**src/rtl/pxpk_pkg.sv**
```systemverilog
// Shared types and constants for the RGB pixel packer.
package pxpk_pkg;
    // Output pixel layout selector.
    typedef enum logic {
        FMT_565  = 1'b0,
        FMT_555K = 1'b1
    } pix_fmt_e;

    localparam int CHAN_W  = 8;
    localparam int HALF_W  = 16;
    localparam int WORD_W  = 2 * HALF_W;
    localparam int BE_W    = WORD_W / 8;
    localparam int DROP_W  = $clog2(CHAN_W);

    localparam logic [BE_W-1:0] BE_LOW  = 4'b0011;
    localparam logic [BE_W-1:0] BE_HIGH = 4'b1100;
    localparam logic [BE_W-1:0] BE_ALL  = 4'b1111;
endpackage

```
**src/rtl/pxpk_chan_reduce.sv**
```systemverilog
// One colour channel: reduces an 8-bit value by DROP low bits using either
// truncation or error diffusion along the line. Assumes drop <= MAXDROP and
// that 'step' pulses once for each accepted pixel.
module pxpk_chan_reduce #(
    parameter int CW      = 8,
    parameter int OUTW    = 5,
    parameter int MAXDROP = 3,
    localparam int DW     = $clog2(CW)
) (
    input  logic            clk,
    input  logic            rst_n,
    input  logic            step,
    input  logic            line_start,
    input  logic            dither_en,
    input  logic [DW-1:0]   drop,
    input  logic [CW-1:0]   chan_in,
    output logic [OUTW-1:0] chan_out
);
    localparam int ERR_LIM = 1 << MAXDROP;

    logic [CW-1:0] err_q;
    logic [CW-1:0] carry_in;
    logic [CW:0]   sum;
    logic [CW-1:0] clamped;
    logic [CW-1:0] low_mask;
    logic [CW-1:0] picked;

    // Adds the carried remainder and clamps at full scale before the shift.
    always_comb begin
        carry_in = line_start ? '0 : err_q;
        sum      = {1'b0, chan_in} + {1'b0, carry_in};
        clamped  = sum[CW] ? {CW{1'b1}} : sum[CW-1:0];
        low_mask = ~({CW{1'b1}} << drop);
        picked   = dither_en ? clamped : chan_in;
        chan_out = OUTW'(picked >> drop);
    end

    // Keeps the remainder lost by this pixel for the next pixel of the line.
    always_ff @(posedge clk) begin
        if (!rst_n) begin
            err_q <= '0;
        end else if (step) begin
            err_q <= dither_en ? (clamped & low_mask) : '0;
        end
    end

    // the remainder never reaches one step of the kept field.
    a_r5_err_bound: assert property (@(posedge clk) disable iff (!rst_n)
        err_q < CW'(ERR_LIM));
endmodule

```
**src/rtl/pxpk_format.sv**
```systemverilog
// Places reduced channels and the key flag into one 16-bit pixel word.
// Assumes red and blue are already five bits and green six bits wide.
module pxpk_format
    import pxpk_pkg::*;
(
    input  pix_fmt_e          fmt,
    input  logic [4:0]        red,
    input  logic [5:0]        grn,
    input  logic [4:0]        blu,
    input  logic              key,
    output logic [HALF_W-1:0] pix
);
    // Chooses the field layout for the selected format.
    always_comb begin
        if (fmt == FMT_565) pix = {red, grn, blu};
        else                pix = {key, red, grn[4:0], blu};
    end
endmodule

```
**src/rtl/pxpk_pack.sv**
```systemverilog
// Packs 16-bit pixels in pairs into 32-bit words with byte enables.
// Assumes in_eol marks each line's last pixel; a line start discards any
// unpaired half left over from a line without an end marker.
module pxpk_pack
    import pxpk_pkg::*;
(
    input  logic              clk,
    input  logic              rst_n,
    input  logic              phase_hi,
    input  logic              in_valid,
    output logic              in_ready,
    input  logic [HALF_W-1:0] in_pix,
    input  logic              in_sol,
    input  logic              in_eol,
    output logic              out_valid,
    input  logic              out_ready,
    output logic [WORD_W-1:0] out_data,
    output logic [BE_W-1:0]   out_be
);
    logic              upper_next;
    logic              half_full;
    logic [HALF_W-1:0] low_q;
    logic              take;
    logic              go_upper;
    logic              have_low;

    // Input is held off only while a finished word waits at the output.
    assign in_ready = !out_valid || out_ready;
    assign take     = in_valid && in_ready;

    // Picks the half for this pixel and whether a lower half is pending.
    always_comb begin
        go_upper = in_sol ? phase_hi : upper_next;
        have_low = half_full && !in_sol;
    end

    // Fills halves and launches a word when it is complete or the line ends.
    always_ff @(posedge clk) begin
        if (!rst_n) begin
            upper_next <= 1'b0;
            half_full  <= 1'b0;
            low_q      <= '0;
            out_valid  <= 1'b0;
            out_data   <= '0;
            out_be     <= '0;
        end else begin
            if (out_valid && out_ready) out_valid <= 1'b0;
            if (take) begin
                if (!go_upper) begin
                    low_q <= in_pix;
                    if (in_eol) begin
                        out_valid  <= 1'b1;
                        out_data   <= {{HALF_W{1'b0}}, in_pix};
                        out_be     <= BE_LOW;
                        half_full  <= 1'b0;
                        upper_next <= 1'b0;
                    end else begin
                        half_full  <= 1'b1;
                        upper_next <= 1'b1;
                    end
                end else begin
                    out_valid  <= 1'b1;
                    out_data   <= {in_pix, have_low ? low_q : {HALF_W{1'b0}}};
                    out_be     <= have_low ? BE_ALL : BE_HIGH;
                    half_full  <= 1'b0;
                    upper_next <= 1'b0;
                end
            end
        end
    end

    // a stalled word stays put.
    a_r10_hold: assert property (@(posedge clk) disable iff (!rst_n)
        out_valid && !out_ready |=> out_valid && $stable(out_data) && $stable(out_be));
    // only three byte-enable shapes exist.
    a_r9_be_legal: assert property (@(posedge clk) disable iff (!rst_n)
        out_valid |-> (out_be == BE_LOW || out_be == BE_HIGH || out_be == BE_ALL));
    // a flushed word has an empty upper half.
    a_r8_flush_zero: assert property (@(posedge clk) disable iff (!rst_n)
        out_valid && out_be == BE_LOW |-> out_data[WORD_W-1:HALF_W] == '0);
    // an upper-only word has an empty lower half.
    a_r7_low_zero: assert property (@(posedge clk) disable iff (!rst_n)
        out_valid && out_be == BE_HIGH |-> out_data[HALF_W-1:0] == '0);
    // a pending lower half always expects its upper partner next.
    a_r1_pair_order: assert property (@(posedge clk) disable iff (!rst_n)
        half_full |-> upper_next);
endmodule

```
**src/rtl/rgb_pixel_packer.sv**
```systemverilog
// Top: reduces 24-bit RGB pixels to 16 bits (5:6:5 or 5:5:5 plus key) by
// truncation or dither, and packs pixel pairs into 32-bit words.
// Assumes cfg_* inputs change only between lines.
module rgb_pixel_packer
    import pxpk_pkg::*;
(
    input  logic        clk,
    input  logic        rst_n,
    input  logic        cfg_fmt,
    input  logic        cfg_dither,
    input  logic        cfg_phase,
    input  logic        in_valid,
    output logic        in_ready,
    input  logic [23:0] in_rgb,
    input  logic        in_key,
    input  logic        in_sol,
    input  logic        in_eol,
    output logic        out_valid,
    input  logic        out_ready,
    output logic [31:0] out_data,
    output logic [3:0]  out_be
);
    pix_fmt_e          fmt;
    logic              step;
    logic [DROP_W-1:0] grn_drop;
    logic [4:0]        red5;
    logic [5:0]        grn6;
    logic [4:0]        blu5;
    logic [HALF_W-1:0] pix16;

    assign fmt      = pix_fmt_e'(cfg_fmt);
    assign step     = in_valid && in_ready;
    assign grn_drop = (fmt == FMT_565) ? DROP_W'(2) : DROP_W'(3);

    pxpk_chan_reduce #(.CW(CHAN_W), .OUTW(5), .MAXDROP(3)) u_red (
        .clk(clk), .rst_n(rst_n), .step(step), .line_start(in_sol),
        .dither_en(cfg_dither), .drop(DROP_W'(3)),
        .chan_in(in_rgb[23:16]), .chan_out(red5));

    pxpk_chan_reduce #(.CW(CHAN_W), .OUTW(6), .MAXDROP(3)) u_grn (
        .clk(clk), .rst_n(rst_n), .step(step), .line_start(in_sol),
        .dither_en(cfg_dither), .drop(grn_drop),
        .chan_in(in_rgb[15:8]), .chan_out(grn6));

    pxpk_chan_reduce #(.CW(CHAN_W), .OUTW(5), .MAXDROP(3)) u_blu (
        .clk(clk), .rst_n(rst_n), .step(step), .line_start(in_sol),
        .dither_en(cfg_dither), .drop(DROP_W'(3)),
        .chan_in(in_rgb[7:0]), .chan_out(blu5));

    pxpk_format u_fmt (
        .fmt(fmt), .red(red5), .grn(grn6), .blu(blu5), .key(in_key), .pix(pix16));

    pxpk_pack u_pack (
        .clk(clk), .rst_n(rst_n), .phase_hi(cfg_phase),
        .in_valid(in_valid), .in_ready(in_ready), .in_pix(pix16),
        .in_sol(in_sol), .in_eol(in_eol),
        .out_valid(out_valid), .out_ready(out_ready),
        .out_data(out_data), .out_be(out_be));
endmodule

```
**config.mk**
```make
export PLATFORM = sky130hd
export DESIGN_NAME = rgb_pixel_packer
export DESIGN_NICKNAME = d
export VERILOG_FILES = /design/src/rtl/pxpk_pkg.sv /design/src/rtl/pxpk_chan_reduce.sv /design/src/rtl/pxpk_format.sv /design/src/rtl/pxpk_pack.sv /design/src/rtl/rgb_pixel_packer.sv
export SDC_FILE = /design/constraint.sdc
export NUM_CORES = 1
export LEC_CHECK = 0
export BUFFER_PORTS_ARGS = -buffer_cell sky130_fd_sc_hd__buf_4
export CAP_MARGIN = 0
export CORE_MARGIN = 2
export CORE_UTILIZATION = 49
export CTS_BUF_LIST = sky130_fd_sc_hd__clkbuf_16
export DETAILED_ROUTE_END_ITERATION = 6
export GPL_TIMING_DRIVEN = 0
export MAX_ROUTING_LAYER = met4
export PLACE_DENSITY = 0.76
export SYNTH_ARGS = -nofsm -noshare
export SYNTH_HDL_FRONTEND = slang
export SYNTH_SLANG_ARGS = --single-unit
```
**constraint.sdc**
```tcl
create_clock -name clk -period 2.4 [get_ports clk]
set_input_delay 0.24 -clock clk [delete_from_list [all_inputs] [get_ports clk]]
set_output_delay 0.24 -clock clk [all_outputs]
set_load 0.05 [all_outputs]
```
## After elaboration in Yosys (flattened, before gate mapping)

Cells that the tools add are included.

| storage, ports and cells | value |
|---|---|
| word-level logic and storage cells | 52 |
| register bits | 78 |
| output and inout bits | 38 |

| operators by class | value |
|---|---|
| $add $sub $neg | 3 |
| reduce and logical (&&, ||, !) cells | 9 |
| mux-type cells | 27 |
| shift-type cells | 2 |
| bitwise operators | 3 |

Operators with widths:

| kind | count |
|---|---|
| $mux W8 | 10 |
| $mux W32 | 2 |
| $mux W16 | 2 |
| $add A8 B8 Y9 | 3 |
| $and A8 B8 Y8 | 1 |
| $mux W1 | 8 |
| $mux W4 | 2 |
| $not A8 Y8 | 1 |
| $shl A8 B2 Y8 const A | 1 |
| $shr A8 B2 Y6 | 1 |
| $mux W3 | 2 |
| $reduce_and A2 Y1 | 2 |
| $logic_and A1 B1 Y1 | 3 |
| $logic_not A1 Y1 | 2 |
| $mux W2 | 1 |
| $reduce_bool A2 Y1 | 1 |
| $logic_or A1 B1 Y1 | 1 |
| $not A1 Y1 | 1 |

## Logic depth before layout (Yosys ltp)

Gate-level depths: netlist of the first run.

| depth | value |
|---|---|
| depth after elaboration | 8 |
| mapped depth | 11 |

## Cells and area by module

From an unflattened synthesis of the first run, not the netlist that was laid out.

| second synthesis, totals | value |
|---|---|
| cells, all modules | 765 |
| area, all modules | 6067.1 um^2 |

Modules (own cells, without submodules):

| module | area an instance (um^2) | times used | seq. area each (um^2) | cells an instance |
|---|---|---|---|---|
| pxpk_pack | 2338.5 | 1 | 1041.0 | 263 |
| pxpk_chan_reduce (u_red) | 1191.1 | 1 | 140.1 | 155 |
| pxpk_chan_reduce (u_grn) | 1187.4 | 1 | 140.1 | 167 |
| pxpk_chan_reduce (u_blu) | 1159.9 | 1 | 140.1 | 160 |
| pxpk_format | 176.4 | 1 | 0.0 | 17 |
| rgb_pixel_packer | 13.8 | 1 | 0.0 | 3 |

## Worst setup path after synthesis of the first run

OpenSTA, ideal clock, no wires.

| timing | value |
|---|---|
| path kind | input to register |
| start | input port in_sol |
| end | register u_pack.out_data[7] |
| stages on the path | 10 |
| arrival | 2.217 ns |
| buffers on the path | 1 |
| required time | 2.276 ns |
| setup slack | 0.059 ns |
| cell sequence | clkbuf_1 > nor2b_1 > ha_1 > inv_1 > fa_1 > nor2b_1 > o21a_1 > mux2_2 > a221oi_1 > a21oi_1 |

| between the ends | value |
|---|---|
| cells in the longest elaborated chain, start to end | 8 |
| elaborated cells between the ends (all ways) | 14 |
| those cells by class | add/sub (1); shift (1); mux (8); reduce/logical (4) |

RTL lines:

| what | line | text |
|---|---|---|
| from (decl) | rgb_pixel_packer.sv:16 | `input logic in_sol,` |
| $mux W8 | pxpk_chan_reduce.sv:30 | `carry_in = line_start ? '0 : err_q;` |
| $add A8 B8 Y9 | pxpk_chan_reduce.sv:31 | `sum = {1'b0, chan_in} + {1'b0, carry_in};` |
| $mux W8 | pxpk_chan_reduce.sv:32 | `clamped = sum[CW] ? {CW{1'b1}} : sum[CW-1:0];` |
| $mux W8 | pxpk_chan_reduce.sv:34 | `picked = dither_en ? clamped : chan_in;` |
| $shr A8 B2 Y6 | pxpk_chan_reduce.sv:35 | `chan_out = OUTW'(picked >> drop);` |
| $mux W16 | pxpk_format.sv:15 | `if (fmt == FMT_565) pix = {red, grn, blu};` |
| $mux W32 | pxpk_pack.sv:51 | `if (in_eol) begin` |
| $mux W32 | pxpk_pack.sv:49 | `if (!go_upper) begin` |
| to (signal assigned) | pxpk_pack.sv:53 | `out_data <= {{HALF_W{1'b0}}, in_pix};` |
| to (signal assigned) | pxpk_pack.sv:63 | `out_data <= {in_pix, have_low ? low_q : {HALF_W{1'b0}}};` |
| to (decl) | pxpk_pack.sv:17 | `output logic [WORD_W-1:0] out_data,` |

Several ways; a longest one is shown, not always the timed one. The select of a mux whose other input is x is not followed.
A chain may end at the register's enable or synchronous reset.

## Worst setup path after layout of the first run

| timing | value |
|---|---|
| start | register u_grn.err_q[0] |
| end | register u_pack.out_data[7] |

| between the ends | value |
|---|---|
| cells in the longest elaborated chain, start to end | 8 |

RTL lines:

| what | line | text |
|---|---|---|
| from (decl) | pxpk_chan_reduce.sv:21 | `logic [CW-1:0] err_q;` |
| from (signal assigned) | pxpk_chan_reduce.sv:43 | `err_q <= dither_en ? (clamped & low_mask) : '0;` |
| $mux W8 | pxpk_chan_reduce.sv:30 |  |
| $add A8 B8 Y9 | pxpk_chan_reduce.sv:31 |  |
| $mux W8 | pxpk_chan_reduce.sv:32 |  |
| $mux W8 | pxpk_chan_reduce.sv:34 |  |
| $shr A8 B2 Y6 | pxpk_chan_reduce.sv:35 |  |
| $mux W16 | pxpk_format.sv:15 |  |
| $mux W32 | pxpk_pack.sv:51 |  |
| $mux W32 | pxpk_pack.sv:49 |  |

No other way between the ends. The select of a mux whose other input is x is not followed.

==> flow_summary.json, run 1 <==
{
  "status": "complete, no violations",
  "row_count": 30,
  "regArea_um2": 1220,
  "cp_data_required_time_ns": 2.62,
  "avgRoutedWirePerCell_um": 16.7,
  "p_int_mw": 2.32,
  "yosysMostFrequentCell": "dfxtp_1",
  "fin_worst_skew_ns": 0.00497,
  "antenna_cells": 0,
  "p_per_area_nw_per_um2": 741,
  "yosysWarnings": 0,
  "async_reset_ff_frac": 0,
  "start_util": 0.499,
  "slew_headroom": 0.545,
  "synth-simple-area-share": 0.178,
  "io-pin-count": 72,
  "htreeDepth": 3,
  "numPortBuffers": 68,
  "synthTopCellsByArea": "dfxtp_1 37%, o21ai_0 6.6%, a21oi_1 6.2%",
  "crit_chain": "nor2b_1, ha_2, inv_1, fa_2, nor2b_4, o21a_1, mux2_2, a221oi_2, a21oi_1",
  "yosysTopAreaCell": "dfxtp_1",
  "crit_fanout": 5,
  "synthAdderAreaFrac": 0.0518,
  "grt_pass1_wl_um": 15100,
  "drtIter0Drc": 185,
  "max_freq_ghz": 0.437,
  "vias": 3477,
  "root_buffer": "clkbuf_16",
  "grt_use_met2": 0.431,
  "synth_xor_area_frac": 0.00525,
  "use_met3": 0.0543,
  "worst_path_max_delay_cell": "mux2_2",
  "hpwl_um": 6750,
  "ys_seq_elements": 61,
  "grt_max_degree": 12,
  "p_sw_frac": 0.289,
  "pwr-share-comb": 0.198,
  "finalCritPeriodShare": 0.953,
  "synth-edff-count": 0,
  "synth_top_family_by_area": "compound AO/OA/AOI/OAI gates",
  "slew_viol_final": 0,
  "busiest_layer": "met2",
  "start_kind": "flop",
  "die_w_um": 86.5,
  "grt_pass1_vias": 3210,
  "avgSynthCellArea_um2": 8.17,
  "synth_top_cells_by_count": "61 x dfxtp_1, 44 x o21ai_0, 41 x a21oi_1, 39 x nand2_1, 21 x nor2_1",
  "synth_compound_area_frac": 0.296,
  "overflow": 0,
  "cts_buffer_depth": 2,
  "gr-usage-met1": 0.326,
  "netlist_area_um2": 3330,
  "fillers": 596,
  "drcViolationCount": 0,
  "instances_no_fill": 574,
  "muxShareOfSynthArea": 0.0386,
  "tritoncts": "built",
  "finalHoldViolCount": 0,
  "fin_util": 0.657,
  "synth_cell_type_count": 55,
  "die_y_um": 86.5,
  "max_cap_viol_count": 0,
  "finalSetupViolCount": 0,
  "ir_worst_vdd_v": 0.000594,
  "yosysSeqAreaShare": 0.366,
  "p_sw_mw": 0.940,
  "hold_slack_ns": 0.136,
  "final_nets": 535,
  "coreArea_um2": 6680,
  "layout-drive-gt1-share": 0.245,
  "power_leakage_nw": 1.85,
  "cts-buffers-inserted": 9,
  "ant_nets": 0,
  "hold_path_class": "primary input to flop",
  "post_drt_via_cell_ratio": 6.06,
  "syn-num-nets": 454,
  "critical_path.max_stage_delay_ns": 0.39,
  "end_kind": "flop",
  "path_class": "flop to flop",
  "finalCriticalPeriod_ns": 2.29,
  "dr.pass1.iters": 5,
  "grt_antenna_before_repair": 0,
  "worst_pin_slew_ns": 0.682,
  "p_total_mw": 3.26,
  "gp_congestion": 0.879,
  "synth_top_area_frac": 0.366,
  "design_area_um2": 4390,
  "clk_latency_ns": 0.33,
  "wirelength_um": 9580,
  "post_dp_cell_area_um2": 3950,
  "rsz0062_at_grt": "false",
  "synthCells": 408,
  "multi_input_area_um2": 1990,
  "cts.sinks": 61,
  "clockPowerShare": 0.456,
  "power.share.sequential": 0.346,
  "dieArea_um2": 7480,
  "synth_ff_type": "dfxtp_1",
  "clk_pin_slew_ns": 0.05,
  "placed_cells": 556,
  "grt_util_all_layers": 0.263,
  "worstPathArrival_ns": 2.50,
  "area_growth_syn_to_layout_pct": 31.7
}
## metrics by stage
| step | setup WS [ns] | TNS (ns) |
|---|---|---|
| final | 0.113 | 0 |
| after global routing | 0.0137 | 0 |
| after CTS | 0.00194 | 0 |
| after detailed placement | -0.462 | -10.40 |
| after global placement | -0.373 | -7.00 |
| after floorplan | 0.0587 | 0 |
## registers in the layout, indices dropped and copies added, names as in the netlist
name / cells
u_blu.err_q: 3
u_grn.err_q: 3
u_pack.half_full: 1
u_pack.low_q: 16
u_pack.out_be: 2
u_pack.out_data: 32
u_pack.out_valid: 1
u_red.err_q: 3
## layer usage
layer	wire length, um	part of all wire
met2	4640	0.48
met5	0	0
met3	681	0.071
met4	186	0.019
met1	4070	0.43
## cell type report
cell class | count | share of cell area
multi-input combinational | 300 | 0.452
sequential | 61 | 0.278
timing repair buffer | 71 | 0.121
clock buffer | 9 | 0.0513
buffer | 27 | 0.0319
clock inverter | 7 | 0.0259
tap | 80 | 0.0228
inverter | 19 | 0.0162
## worst paths after layout
path	startpoint	endpoint	slack, ns	cells past startpoint
setup / recovery	u_grn.err_q[0]	u_pack.out_data[7]	0.11	9
hold / removal	cfg_phase	u_pack.out_be[1]	0.14	2
setup reg to reg	u_grn.err_q[0]	u_pack.out_data[7]	0.11	9
hold reg to reg	u_blu.err_q[0]	u_blu.err_q[0]	0.44	2
## cells in the final DEF, fill, tap and decap left out, types with 3 or more instances in the layout
cell type / synthesis / final
a211oi_1: 9 / 9
a21oi_1: 41 / 41
a221o_1: 3 / 3
a221oi_1: 7 / 4
a221oi_2: 0 / 3
a22o_1: 3 / 3
a31oi_1: 8 / 8
and2_1: 5 / 5
and3_1: 3 / 3
buf_2: 8 / 7
buf_4: 5 / 77
bufinv_16: 0 / 3
clkbuf_1: 13 / 12
clkbuf_16: 0 / 9
clkinv_1: 1 / 3
dfxtp_1: 61 / 61
ha_1: 9 / 7
inv_1: 18 / 18
mux2i_1: 8 / 5
mux2i_4: 0 / 3
nand2_1: 39 / 39
nand2b_1: 8 / 8
nand3_1: 14 / 14
nand4_1: 6 / 6
nor2_1: 21 / 21
nor2b_1: 13 / 10
nor3_1: 3 / 3
o2111ai_1: 5 / 5
o211ai_1: 4 / 4
o21a_1: 3 / 3
o21ai_0: 44 / 44
o21ai_1: 3 / 3
o22ai_1: 5 / 5
or3_1: 3 / 3
## repair_timing
action | CTS | global route
endpoints found under the hold margin | 0 | 0
endpoints found under the setup margin | 9 | 33
gates resized for setup | 5 | 15
hold buffers | 0 | 0
pin swaps | 0 | 5
buffers inserted | 0 | 3
## critical path, delay by kind of cell (launching register included)
kind	cells	cell delay [ns]
AND/OR/NAND/NOR	2	0.32
AO/OA/AOI/OAI	3	0.50
buffers and inverters	1	0.05
flip-flops	1	0.33
multiplexers	1	0.39
adder cells (fa/ha/maj)	2	0.57
## cells by family (layout without fill, tap and decap cells)
family          count (synthesis)  count (layout)
compound gates                153             153
flops                          61              61
mux                            12              12
fa+ha+maj                      12              12
simple gates                  121             121
buf+inv                        47             133
xor+xnor                        2               2
## power groups by stage
stage / logic (mW) / registers (mW) / clock network [mW]
4_1_cts: 0.628 / 1.12 / 1.48
3_3_place_gp: 0.605 / 1.14 / 0
3_5_place_dp: 0.616 / 1.14 / 0
6_report: 0.646 / 1.13 / 1.48
5_1_grt: 0.692 / 1.13 / 1.52
2_1_floorplan: 0.275 / 1.28 / 0
Power figures use the tool's default switching activity.
==> run 2, diff against run 1 <==
ABC_AREA = 1   (was default)
==> run 2 against run 1 <==
  * First-iteration DRC count down 3.8%
  * Via count is 5.6% higher
  * Global-route usage down 1.1 points
  * Die area grew 2.1%
  * Highest routed layer unchanged
  * Clock power is 17% lower
  * Critical path type unchanged
  * Non-clock buffer count fell by 7
  * Maximum frequency grew 3.8%
  * Cell count increased by 18%
  * Worst hold slack better by 0.094 ns
  * Sequential share of layout area grew 0.36 points
==> flow_summary.json, run 2 <==
{
  "slew_headroom": 0.581,
  "avgRoutedWirePerCell_um": 13.5,
  "power_leakage_nw": 2.23,
  "r2r_slack_ns": 0.20,
  "crit_top_cell": "nand2_1",
  "root_buffer": "clkbuf_16",
  "place_ws_ns": 0.205,
  "ant_nets": 0,
  "r2r-end": "u_pack.out_data[0]",
  "synth_top_area_frac": 0.358,
  "drtIter0Drc": 178,
  "final_nets": 639,
  "async_reset_ff_frac": 0,
  "avgSynthCellArea_um2": 6.67,
  "drcViolationCount": 0,
  "path_class": "flop to flop",
  "yosysWarnings": 0,
  "grt_pass1_wl_um": 14700,
  "yosysTopAreaCell": "dfxtp_1",
  "syn-num-nets": 557,
  "synth_top_cells_by_count": "137 x nand2_1, 61 x dfxtp_1, 57 x inv_1, 49 x a21oi_1, 49 x nor2_1",
  "largest_register_ff_count": 32,
  "synth-edff-count": 0,
  "layout_commonest_cell": "nand2_1",
  "finalHoldViolCount": 0,
  "dr.pass1.iters": 6,
  "crit_chain": "inv_1, nor2_1, ha_1, inv_1, fa_1, inv_1, nand2_1, a21oi_1, nand2_1, inv_1, nand2_1, nand2_1, nand2_1, a21oi_1",
  "vias": 3673,
  "clk_pin_slew_ns": 0.05,
  "regMostFlops": "u_pack.out_data",
  "hpwl_um": 6940,
  "overflow": 0,
  "netlist_area_um2": 3410,
  "coreArea_um2": 6760,
  "start_kind": "flop",
  "grt_util_all_layers": 0.252,
  "crit_buf_inv": 4,
  "worst_slack_ns": 0.198,
  "synth_cell_type_count": 29,
  "max_cap_viol_count": 0,
  "final_cell_mix": "137 x nand2_1, 73 x buf_4, 61 x dfxtp_1, 58 x inv_1",
  "reg2regPathDepth": 14,
  "dieArea_um2": 7640,
  "grt_pass1_vias": 3430,
  "synthTopCellsByArea": "dfxtp_1 36%, nand2_1 15%, a21oi_1 7.2%",
  "htreeDepth": 3,
  "cts-buffers-inserted": 9,
  "row_count": 30,
  "yosysSeqAreaShare": 0.358,
  "hold_path_class": "primary input to flop",
  "ir_worst_vdd_v": 0.000443,
  "design_area_um2": 4340,
  "area_growth_syn_to_layout_pct": 27.2,
  "hp-start": "rst_n",
  "tritoncts": "built",
  "critical_path.max_stage_delay_ns": 0.36,
  "grt_max_degree": 11,
  "cp_data_required_time_ns": 2.65,
  "slew_viol_final": 0,
  "finalSetupViolCount": 0,
  "hold_depth": 3,
  "worstPathArrival_ns": 2.45,
  "crit_fanout": 4,
  "worstSetupPathDepth": 14,
  "layout-drive-gt1-share": 0.199,
  "p_per_area_nw_per_um2": 691,
  "synthCells": 511,
  "numPortBuffers": 70,
  "gp_congestion": 0.878,
  "ys_seq_elements": 61,
  "wirelength_um": 9150,
  "finalCritPeriodShare": 0.918,
  "synth_ff_type": "dfxtp_1",
  "grt_antenna_before_repair": 0,
  "status": "complete, no violations",
  "max_freq_ghz": 0.454,
  "cts_hold_repair.buffers": 0,
  "die_y_um": 87.4,
  "fillers": 634,
  "worst_pin_slew_ns": 0.627,
  "reg_top3": "u_pack.out_data (32), u_pack.low_q (16)",
  "cts.sinks": 61,
  "clk_latency_ns": 0.33,
  "finalCriticalPeriod_ns": 2.20,
  "r2r_start": "u_blu.err_q[0]",
  "antenna_cells": 0,
  "end_kind": "flop",
  "io-pin-count": 72,
  "cpLargestDelayFamily": "simple AND/OR/NAND/NOR gates",
  "die_w_um": 87.4,
  "min_to": "u_pack.out_data[0]",
  "yosysMostFrequentCell": "nand2_1",
  "cts_buffer_depth": 2,
  "worst_path_max_delay_cell": "fa_1",
  "post_dp_cell_area_um2": 4030,
  "start_util": 0.504,
  "post_drt_via_cell_ratio": 5.43,
  "fin_worst_skew_ns": 0.00504
}
run 2: cell types whose count changed after synthesis, sizes merged, moves of 7 or more:
cell    before  now
nor2b       13    0
nor2        22   51
mux2i        8    0
a221oi       7    0
a21oi       42   49
inv         18   61
nand4        6   15
nand3       14   45
nand2       39  140
nand2b       8    0
a31oi        8    0
a211oi      11    0
run 2: how the worst max path moves through the flow:
| stage | slack, ns | to | from |
|---|---|---|---|
| floorplan | 0.27 | u_pack.out_data[10] | u_pack.out_valid |
| global placement | 0.30 | u_pack.low_q[10] | in_sol |
| detailed placement | 0.20 | u_pack.out_data[2] | in_sol |
| CTS | 0.23 | u_pack.out_data[2] | u_blu.err_q[0] |
| global route | -0.02 | u_pack.out_data[2] | u_blu.err_q[0] |
| finish | 0.20 | u_pack.out_data[0] | u_blu.err_q[0] |
run 2: where the power goes:
| part | switching (mW) | internal, mW |
|---|---|---|
| Sequential | 0.0404 | 1.09 |
| Clock | 0.448 | 0.785 |
| Combinational | 0.425 | 0.208 |
run 2: worst register-to-register path, cell delays in order (launching register included):
cell	delay, ns
dfxtp_1	0.32
inv_1	0.04
nor2_1	0.08
ha_1	0.18
inv_1	0.07
fa_1	0.36
inv_1	0.09
nand2_1	0.07
a21oi_1	0.18
nand2_1	0.14
inv_1	0.14
nand2_1	0.10
nand2_1	0.17
nand2_1	0.07
a21oi_1	0.13
run 2: logic make-up after synthesis:
family / Yosys count / synth area share
AND/OR/NAND/NOR: 255 / 0.320
AO/OA/AOI/OAI: 100 / 0.162
buffers and inverters: 82 / 0.107
flip-flops: 61 / 0.358
adder cells (fa/ha/maj): 12 / 0.0507
XOR/XNOR: 1 / 0.00257
run 2: timing repair:
action,CTS,global route
buffers inserted,0,1
endpoints found under the setup margin,0,2
gates resized for setup,0,3
run 2: per-stage QoR:
stage	power (mW)	setup TNS (ns)	utilization	hold slack, ns	std cells
after floorplan	1.57	0	-	0.371	511
after global placement	1.75	0	0.597	0.443	661
after detailed placement	1.77	0	0.597	0.446	661
after CTS	2.99	0	0.639	0.223	676
after global routing	3.11	-0.0216	0.642	0.240	677
final	2.99	0	0.642	0.229	677
run 2: area by class of cell:
| class | count | area (um2) | area share |
|---|---|---|---|
| clock buffers | 9 | 225 | 0.0519 |
| well taps | 80 | 100 | 0.0231 |
| inverters | 62 | 239 | 0.0551 |
| clock inverters | 6 | 56.3 | 0.0130 |
| multi-input cells | 368 | 1840 | 0.423 |
| plain buffers | 20 | 125 | 0.0289 |
| repair buffers | 71 | 533 | 0.123 |
| flip-flops and latches | 61 | 1220 | 0.282 |
run 2: routing by layer:
| layer | up-vias | part of all wire | routed length [um] | GRT usage |
|---|---|---|---|---|
| met5 | - | 0 | 0 | - |
| li1 | 1825 | - | - | - |
| met2 | 134 | 0.47 | 4340 | 0.415 |
| met1 | 1685 | 0.43 | 3920 | 0.305 |
| met4 | 0 | 0.031 | 286 | 0.113 |
| met3 | 29 | 0.066 | 605 | 0.0360 |
